[src/rtl/slot_alloc_pkg.sv]
// Package: entry field positions, type codes and result codes shared by the
// slot search engine and its checker. Assumes a 64-bit entry word.
package slot_alloc_pkg;
    localparam int ENTRY_W  = 64;
    localparam int MAC_W    = 48;
    localparam int VID_W    = 12;
    localparam int NUM_KIND = 3;

    // candidate kinds, in order of preference (lower is preferred)
    localparam int KIND_MATCH = 0;
    localparam int KIND_FREE  = 1;
    localparam int KIND_EVICT = 2;

    // field positions inside an entry
    localparam int TYPE_LO  = 60;
    localparam int VID_LO   = 48;
    localparam int UCT_LO   = 62;
    localparam int MCAST_BIT = 40;

    typedef enum logic [1:0] {
        ET_FREE  = 2'd0,
        ET_ADDR  = 2'd1,
        ET_VLAN  = 2'd2,
        ET_VADDR = 2'd3
    } etype_e;

    typedef enum logic [1:0] {
        RES_MATCH = 2'd0,
        RES_FREE  = 2'd1,
        RES_EVICT = 2'd2,
        RES_FULL  = 2'd3
    } res_e;

    // latched search key
    typedef struct packed {
        logic             vlan_mode;
        logic [MAC_W-1:0] mac;
        logic [VID_W-1:0] vid;
    } key_t;
endpackage

[src/rtl/slot_scan_seq.sv]
// Scan sequencer: accepts a start when idle, issues DEPTH reads in order,
// delays them by one cycle to line up with the registered read data, and
// signals the end of the pass. Assumes the table has a one-cycle read latency.
module slot_scan_seq #(
    parameter int DEPTH = 16,
    parameter int IDX_W = $clog2(DEPTH)
) (
    input  logic             clk,
    input  logic             rst_n,
    input  logic             start_i,
    output logic             accept_o,
    output logic             busy_o,
    output logic             rd_en_o,
    output logic [IDX_W-1:0] rd_idx_o,
    output logic             vld_o,
    output logic [IDX_W-1:0] vld_idx_o,
    output logic             fin_o
);
    localparam logic [IDX_W-1:0] LAST = IDX_W'(DEPTH - 1);

    logic             busy_q;
    logic             issue_q;
    logic [IDX_W-1:0] cnt_q;
    logic             vld_q;
    logic [IDX_W-1:0] vidx_q;
    logic             fin_q;

    // a start counts only when no pass is running
    always_comb accept_o = start_i && !busy_q;

    // read issue, data alignment and end-of-pass tracking
    always_ff @(posedge clk) begin
        if (!rst_n) begin
            busy_q  <= 1'b0;
            issue_q <= 1'b0;
            cnt_q   <= '0;
            vld_q   <= 1'b0;
            vidx_q  <= '0;
            fin_q   <= 1'b0;
        end else begin
            vld_q  <= issue_q;
            vidx_q <= cnt_q;
            fin_q  <= vld_q && (vidx_q == LAST);
            if (accept_o) begin
                busy_q  <= 1'b1;
                issue_q <= 1'b1;
                cnt_q   <= '0;
            end else if (issue_q) begin
                if (cnt_q == LAST) issue_q <= 1'b0;
                else               cnt_q   <= cnt_q + 1'b1;
            end
            if (fin_q) busy_q <= 1'b0;
        end
    end

    assign busy_o    = busy_q;
    assign rd_en_o   = issue_q;
    assign rd_idx_o  = cnt_q;
    assign vld_o     = vld_q;
    assign vld_idx_o = vidx_q;
    assign fin_o     = fin_q;
endmodule

[src/rtl/slot_entry_class.sv]
// Entry classifier: decides, for one table entry and the latched key, whether
// the entry matches, is free, or is evictable. Purely combinational.
module slot_entry_class
    import slot_alloc_pkg::*;
(
    input  logic [ENTRY_W-1:0]  entry_i,
    input  key_t                key_i,
    output logic [NUM_KIND-1:0] hit_o
);
    logic [1:0]       typ;
    logic [1:0]       uct;
    logic [VID_W-1:0] evid;
    logic             is_addr;

    // split fields and evaluate the three candidate rules
    always_comb begin
        typ     = entry_i[TYPE_LO +: 2];
        uct     = entry_i[UCT_LO +: 2];
        evid    = entry_i[VID_LO +: VID_W];
        is_addr = (typ == ET_ADDR) || (typ == ET_VADDR);
        if (key_i.vlan_mode)
            hit_o[KIND_MATCH] = (typ == ET_VLAN) && (evid == key_i.vid);
        else
            hit_o[KIND_MATCH] = is_addr && (evid == key_i.vid)
                                && (entry_i[MAC_W-1:0] == key_i.mac);
        hit_o[KIND_FREE]  = (typ == ET_FREE);
        // low bit of the unicast type set means 1 or 3: not persistent/prefix
        hit_o[KIND_EVICT] = is_addr && !entry_i[MCAST_BIT] && uct[0];
    end
endmodule

[src/rtl/slot_cand_track.sv]
// Candidate tracker: remembers the lowest index at which one kind of
// candidate was seen during the current pass. Cleared at each accepted start.
module slot_cand_track #(
    parameter int IDX_W = 4
) (
    input  logic             clk,
    input  logic             rst_n,
    input  logic             clr_i,
    input  logic             hit_i,
    input  logic [IDX_W-1:0] idx_i,
    output logic             found_o,
    output logic [IDX_W-1:0] idx_o
);
    // keep only the first hit of the pass
    always_ff @(posedge clk) begin
        if (!rst_n) begin
            found_o <= 1'b0;
            idx_o   <= '0;
        end else if (clr_i) begin
            found_o <= 1'b0;
        end else if (hit_i && !found_o) begin
            found_o <= 1'b1;
            idx_o   <= idx_i;
        end
    end
endmodule

[src/rtl/slot_alloc_search.sv]
// Slot search engine top: latches the key on start, scans the table once,
// tracks match/free/evictable candidates and reports the preferred one.
// Assumes DEPTH >= 2 and a registered table read port.
module slot_alloc_search
    import slot_alloc_pkg::*;
#(
    parameter int DEPTH = 16,
    localparam int IDX_W = $clog2(DEPTH)
) (
    input  logic               clk,
    input  logic               rst_n,
    input  logic               start_i,
    input  logic               vlan_mode_i,
    input  logic               vlan_qual_i,
    input  logic [MAC_W-1:0]   mac_i,
    input  logic [VID_W-1:0]   vid_i,
    output logic               rd_en_o,
    output logic [IDX_W-1:0]   rd_idx_o,
    input  logic [ENTRY_W-1:0] rd_data_i,
    output logic               done_o,
    output logic [1:0]         result_o,
    output logic [IDX_W-1:0]   idx_o
);
    logic                accept;
    logic                busy;
    logic                vld;
    logic [IDX_W-1:0]    vld_idx;
    logic                fin;
    key_t                key_q;
    logic [NUM_KIND-1:0] hit;
    logic [NUM_KIND-1:0] found;
    logic [IDX_W-1:0]    cidx [NUM_KIND];
    res_e                res_d;
    logic [IDX_W-1:0]    idx_d;

    slot_scan_seq #(.DEPTH(DEPTH), .IDX_W(IDX_W)) u_seq (
        .clk       (clk),
        .rst_n     (rst_n),
        .start_i   (start_i),
        .accept_o  (accept),
        .busy_o    (busy),
        .rd_en_o   (rd_en_o),
        .rd_idx_o  (rd_idx_o),
        .vld_o     (vld),
        .vld_idx_o (vld_idx),
        .fin_o     (fin)
    );

    // capture the key; an unqualified address search uses VLAN 0
    always_ff @(posedge clk) begin
        if (!rst_n) begin
            key_q <= '0;
        end else if (accept) begin
            key_q.vlan_mode <= vlan_mode_i;
            key_q.mac       <= mac_i;
            key_q.vid       <= (vlan_mode_i || vlan_qual_i) ? vid_i : '0;
        end
    end

    slot_entry_class u_cls (
        .entry_i (rd_data_i),
        .key_i   (key_q),
        .hit_o   (hit)
    );

    for (genvar k = 0; k < NUM_KIND; k++) begin : g_track
        slot_cand_track #(.IDX_W(IDX_W)) u_trk (
            .clk     (clk),
            .rst_n   (rst_n),
            .clr_i   (accept),
            .hit_i   (vld && hit[k]),
            .idx_i   (vld_idx),
            .found_o (found[k]),
            .idx_o   (cidx[k])
        );
    end

    // pick the most preferred kind that was found
    always_comb begin
        res_d = RES_FULL;
        idx_d = '0;
        if (found[KIND_MATCH]) begin
            res_d = RES_MATCH;
            idx_d = cidx[KIND_MATCH];
        end else if (found[KIND_FREE]) begin
            res_d = RES_FREE;
            idx_d = cidx[KIND_FREE];
        end else if (found[KIND_EVICT]) begin
            res_d = RES_EVICT;
            idx_d = cidx[KIND_EVICT];
        end
    end

    // publish the result with a one-cycle done pulse
    always_ff @(posedge clk) begin
        if (!rst_n) begin
            done_o   <= 1'b0;
            result_o <= RES_FULL;
            idx_o    <= '0;
        end else begin
            done_o <= fin;
            if (fin) begin
                result_o <= res_d;
                idx_o    <= idx_d;
            end
        end
    end
endmodule

[config.mk]
export PLATFORM = sky130hd
export DESIGN_NAME = slot_alloc_search
export DESIGN_NICKNAME = d
export VERILOG_FILES = /design/src/rtl/slot_alloc_pkg.sv /design/src/rtl/slot_scan_seq.sv /design/src/rtl/slot_entry_class.sv /design/src/rtl/slot_cand_track.sv /design/src/rtl/slot_alloc_search.sv
export SDC_FILE = /design/constraint.sdc
export NUM_CORES = 1
export LEC_CHECK = 0
export BUFFER_PORTS_ARGS = -buffer_cell sky130_fd_sc_hd__buf_2
export CORE_MARGIN = 3
export CORE_UTILIZATION = 51
export DETAILED_ROUTE_END_ITERATION = 8
export GPL_ROUTABILITY_DRIVEN = 0
export PLACE_DENSITY = 0.8
export REMOVE_ABC_BUFFERS = 1
export SLEW_MARGIN = 20
export SYNTH_ARGS = -nofsm -noshare
export SYNTH_HDL_FRONTEND = slang
export SYNTH_HIERARCHICAL = 1
export SYNTH_SLANG_ARGS = --single-unit
[constraint.sdc]
create_clock -name clk -period 2.5 [get_ports clk]
set_clock_uncertainty 0.05 [all_clocks]
set_input_delay 0.75 -clock clk [delete_from_list [all_inputs] [get_ports clk]]
set_output_delay 0.75 -clock clk [all_outputs]
set_load 0.01 [all_outputs]
== Word-level counts from Yosys, hierarchy flattened ==
Cells that the tools add are included.
W data, S select, Z words.
Word-level totals
  register bits after elaboration: 95
  bits in latches: 0
  memory bits (writable): 0
  memory bits (read-only): 0
  input port bits: 129
  output and inout port bits: 12
  word-level logic and storage cells: 67
  memories kept: 0
Operators by class
  add/subtract/negate cells: 1
  $mul: 0
  divide/modulo/power cells: 0
  $lt $le $gt $ge: 0
  eq/ne operators: 7
  shifts and indexed selects: 0
  multiplexer cells: 11
  bitwise logic cells: 3
  reductions and logical operators: 27
Operator list (number)
  $eq A48 B48 Y1: 1
  $logic_and A1 B1 Y1: 13
  $eq A12 B12 Y1: 1
  $mux W12: 1
  $mux W4: 3
  $eq A4 B4 Y1 const B: 2
  $reduce_and A2 Y1: 4
  $logic_not A1 Y1: 5
  $mux W1: 5
  $add A4 B1 Y4 const B: 1
  $eq A2 B2 Y1 const B: 2
  $mux W2: 2
  $reduce_or A2 Y1: 2
  $not A1 Y1: 3
  $eq A2 B1 Y1 const B: 1
  $logic_not A2 Y1: 1
  $logic_or A1 B1 Y1: 2

== Longest topological paths before layout ==
  depth in word-level cells: 8
  mapped depth: 8
  depth with buffers taken out: 8

== Modules after synthesis ==
Netlist, hierarchy kept.
By module, submodules not included
  slot_alloc_search: times used 1, cells each 246, area each 2735.1 um^2, sequential area each 1361.3 um^2
  slot_entry_class: times used 1, cells each 87, area each 686.9 um^2, sequential area each 0.0 um^2
  slot_cand_track: times used 3, cells each 21, area each 205.2 um^2, sequential area each 100.1 um^2
  slot_scan_seq: times used 1, cells each 43, area each 430.4 um^2, sequential area each 240.2 um^2

== Least setup slack after synthesis ==
OpenSTA, ideal clock, no wires.
  kind: input to register
  start point: input port rd_data_i[1]
  end point: register g_track[0].u_trk.idx_o[0]
  setup time: 0.072 ns
  arrival time: 2.245 ns
  data required time: 2.378 ns
  slack: 0.134 ns
  cell stages on the path: 8
  path buffers: 0
  cell sequence: xor2_1 -> nor4_1 -> and3_1 -> a41oi_1 -> nor4_1 -> and2_1 -> nor3b_4 -> mux2i_1
Between the ends
  cells in the longest elaborated chain, start to end: 6
RTL lines
  from (decl): RTL line slot_alloc_search.sv:19  | input logic [ENTRY_W-1:0] rd_data_i,
  $eq A48 B48 Y1: RTL line slot_entry_class.sv:25  | && (entry_i[MAC_W-1:0] == key_i.mac);
  $logic_and A1 B1 Y1: RTL line slot_entry_class.sv:25
  $mux W1: RTL line slot_entry_class.sv:21  | if (key_i.vlan_mode)
  via hit[0]: RTL line slot_alloc_search.sv:30  | logic [NUM_KIND-1:0] hit;
  $logic_and A1 B1 Y1: RTL line slot_alloc_search.sv:71  | .hit_i (vld && hit[k]),
  $logic_and A1 B1 Y1: RTL line slot_cand_track.sv:21  | end else if (hit_i && !found_o) begin
  $reduce_and A2 Y1 (no line)
  to (signal assigned): RTL line slot_cand_track.sv:23  | idx_o <= idx_i;
  to (decl): RTL line slot_cand_track.sv:12  | output logic [IDX_W-1:0] idx_o
The timed path passes the listed nets, and every way through them passes these cells.
A chain may end at the register's enable or synchronous reset.

== Worst setup path after layout ==
  start point: input port rd_data_i[32]
  end point: register g_track[0].u_trk.idx_o[3]
Same word-level chain as after synthesis.

==> summary.md <==
| Metric | Value |
|---|---|
| Run status | `finished clean` |
| ANT cells | `0` |
| Top cells by area, synth | `dfxtp_1 43%, mux2i_1 14%, xnor2_1 10%, nor2b_1 8.8%, nand2_1 2.4%` |
| Final Cycle Share | `0.9591` |
| Number of global-route vias before repair | `3548` |
| Hold Crit Class | `flip-flop to flip-flop` |
| Register area share after synthesis | `0.4257` |
| RSZ-0062 raised after global routing | `yes` |
| Number of I/O pins | `141` |
| Synth Area in Simple Gates | `0.2246` |
| Share of cells above drive strength 1 | `0.3465` |
| Buf+Inv Stages, Crit Path | `2` |
| Top delay family on crit path | `simple AND/OR/NAND/NOR gates` |
| Clock net sink count | `95` |
| H-tree depth | `3` |
| Setup tns final | `0 ps` |
| Grt ovf | `0` |
| First-pass GRT wire length | `15730 um` |
| Smallest setup slack after layout | `102.2 ps` |
| Area delta synth->final | `23.72%` |
| Fmax | `417.1 MHz` |
| Non-Filler Instances | `688` |
| Vias per cell | `4.969` |
| Mean Syn Cell Area | `10.18 sq um` |
| Lkg Pwr | `2.217 nW` |
| Worst-Skew Late Latency | `360 ps` |
| Site Rows | `33` |
| Final setup viols | `0` |
| Crit start category | `input port` |
| Share of the synthesized area in the top cell type | `0.4257` |
| CTS root buf | `clkbuf_8` |
| Cell taking the most area after synthesis | `dfxtp_1` |
| Worst setup EP type | `flip-flop` |
| Cells after DPL | `673` |
| Hold-fix buffers at CTS | `0` |
| Synth Area in XOR/XNOR | `0.1176` |
| Total iterations of the first detailed-routing run | `4` |
| CTS tree | `built` |
| Clock tree buffer depth | `2` |
| Main combinational cell family by area after synthesis | `simple AND/OR/NAND/NOR gates` |
| Net count of the finished layout | `709` |
| DIE AREA | `0.009920 sq mm` |
| Post-synthesis register bit count | `95` |
| Die H | `99.60 um` |
| Number of DRC markers in iteration 0 | `121` |
| Post-Synth Adder-Cell Area | `0.002800` |
| Yosys cell types | `38` |
| Clk slew on worst S/H paths | `90 ps` |
| CTS buffer count | `9` |
| Pre-CTS WS | `-499.0 ps` |
| Number of port buffers | `139` |
| CP max FO | `4` |
| Routed vias | `3419` |
| GRT Total Usage | `0.1964` |
| Initial Util | `0.5331` |
| Chip width | `99.60 um` |
| Hold Violations, Final | `0` |
| Initial antenna violation count | `0` |
| Post-synthesis cell count | `439` |
| Final core area utilization | `0.6595` |
| Required time of the critical path | `2740 ps` |
| Slew HR | `0.7428` |
| Worst path slowest cell | `nor3b_4` |
| Pwr Density | `563.2 mW/mm^2` |
| Worst-path cell chain | `buf_2, xnor2_1, nand4_1, nor4_2, buf_4, a41oi_2, nor4_1, and2_1, nor3b_4, mux2i_1` |
| YS warnings | `6` |
| Mux contribution to synthesized area | `0.1367` |
| Crit path arrival time | `2640 ps` |
| Max incr delay on CP | `320 ps` |
| Routed len/inst | `13.90 um` |
| Max VDD drop | `313.0 uV` |
| Post-layout min period | `2398 ps` |
| Total power | `3.113 mW` |
| Max-slew violation count | `0` |
| Largest net degree at the start of global routing | `47` |
| Post-Route WL | `9562 um` |
| Max-cap viol count | `0` |
| Core area | `0.008382 sq mm` |
| Setup CP Type | `input port to flip-flop` |
| Detailed Place HPWL | `7289 um` |
| Worst-Margin Slew | `385.3 ps` |
| Synth Area in Compound Gates | `0.05937` |
| Mapped cell area | `0.004468 sq mm` |
| Post-DRT Antenna Nets | `0` |
| DRC | `0` |
| Post-CTS Repair Setup Buffers | `0` |
-- stage by stage --
step                      instance area [sq um]  hold WS (ps)
after floorplan                            4338         381.2
after global placement                     5239         392.1
after detailed placement                   5239         398.8
after CTS                                  5459         411.9
after global routing                       5528         440.0
final                                      5528         407.6
-- path summary, 6_finish.rpt --
path,from,end,slack [ps],depth (start not counted)
setup reg to reg,key_q[33],g_track[0].u_trk/idx_o[3],210,9
hold / removal,g_track[0].u_trk/idx_o[1],g_track[0].u_trk/idx_o[1],410,2
hold reg to reg,g_track[0].u_trk/idx_o[1],g_track[0].u_trk/idx_o[1],410,2
setup / recovery,rd_data_i[32],g_track[0].u_trk/idx_o[3],100,10
-- layer usage --
layer	GRT usage	vias to the layer above	share of wire
met4	0.09244	0	0.035
met1	0.2306	1519	0.41
met3	0.05189	24	0.072
li1	-	1758	-
met2	0.3332	118	0.48
met5	0	-	0
-- power by group --
part / internal (mW) / switching, mW
Clock: 0.515 / 0.527
Combinational: 0.254 / 0.196
Sequential: 1.58 / 0.0462
Total: 2.34 / 0.769
-- placed cells by master, fill, tap and decap left out, drive strengths merged --
cell,n
and4b,1
and2,10
nand4,13
xor2,8
o21a,2
clkinv,1
a211oi,1
mux2i,61
xnor2,52
nand2,28
nand3b,5
nor3b,7
inv,5
nor2,8
nor3,3
or3,1
a41oi,1
clkbuf,11
buf,147
nor2b,74
and3,2
nor4,5
bufinv,1
nand2b,1
dfxtp,95
nand3,3
ha,1
a21oi,15
a221oi,4
o21ai,15
clkinvlp,2
-- sequential cells by signal, indices dropped and copies added, names as in the netlist --
name / cells
g_track.u_trk/idx_o: 12
u_seq/rd_en_o: 1
u_seq/rd_idx_o: 4
key_q: 61
idx_o: 4
g_track.u_trk/found_o: 3
u_seq/busy_o: 1
result_o: 2
done_o: 1
u_seq/vld_o: 1
u_seq/fin_o: 1
u_seq/vld_idx_o: 4
-- cell type report --
cell class,count,area (sq um)
fillers,683,2854
multi-input cells,321,2485
flip-flops and latches,95,1902
repair buffers,147,784.5
clock buffers,11,151.4
well taps,105,131.4
clock inverters,4,53.80
inverters,5,20.02
-- worst reg2reg max path, stage by stage, from the launching register on --
cell and delay, ps:
dfxtp_1 400, xnor2_2 130, nand4_1 140, nor4_2 310, buf_4 160, a41oi_2 120
nor4_1 180, and2_1 180, nor3b_4 320, mux2i_1 230
-- logic make-up after synthesis --
| family | count (synthesis) |
|---|---|
| adder cells (fa/ha/maj) | 1 |
| AO/OA/AOI/OAI | 38 |
| buffers and inverters | 23 |
| XOR/XNOR | 60 |
| flip-flops | 95 |
| AND/OR/NAND/NOR | 161 |
| multiplexers | 61 |
-- repair_timing --
action | 4_1_cts | 5_1_grt
setup endpoints to repair | 4 | 4
gates resized for setup | 2 | 11
pin swaps | 2 | 3
-- Yosys cell counts, drive strengths merged --
| cell | n |
|---|---|
| a211oi | 1 |
| a21oi | 15 |
| a221oi | 4 |
| a41oi | 1 |
| and2 | 10 |
| and3 | 2 |
| and4b | 1 |
| buf | 14 |
| clkbuf | 4 |
| dfxtp | 95 |
| ha | 1 |
| inv | 5 |
| mux2i | 61 |
| nand2 | 28 |
| nand2b | 1 |
| nand3 | 3 |
| nand3b | 5 |
| nand4 | 13 |
| nor2 | 8 |
| nor2b | 74 |
| nor3 | 3 |
| nor3b | 7 |
| nor4 | 5 |
| o21a | 2 |
| o21ai | 15 |
| or3 | 1 |
| xnor2 | 52 |
| xor2 | 8 |
(Power assumes the default switching activity.)
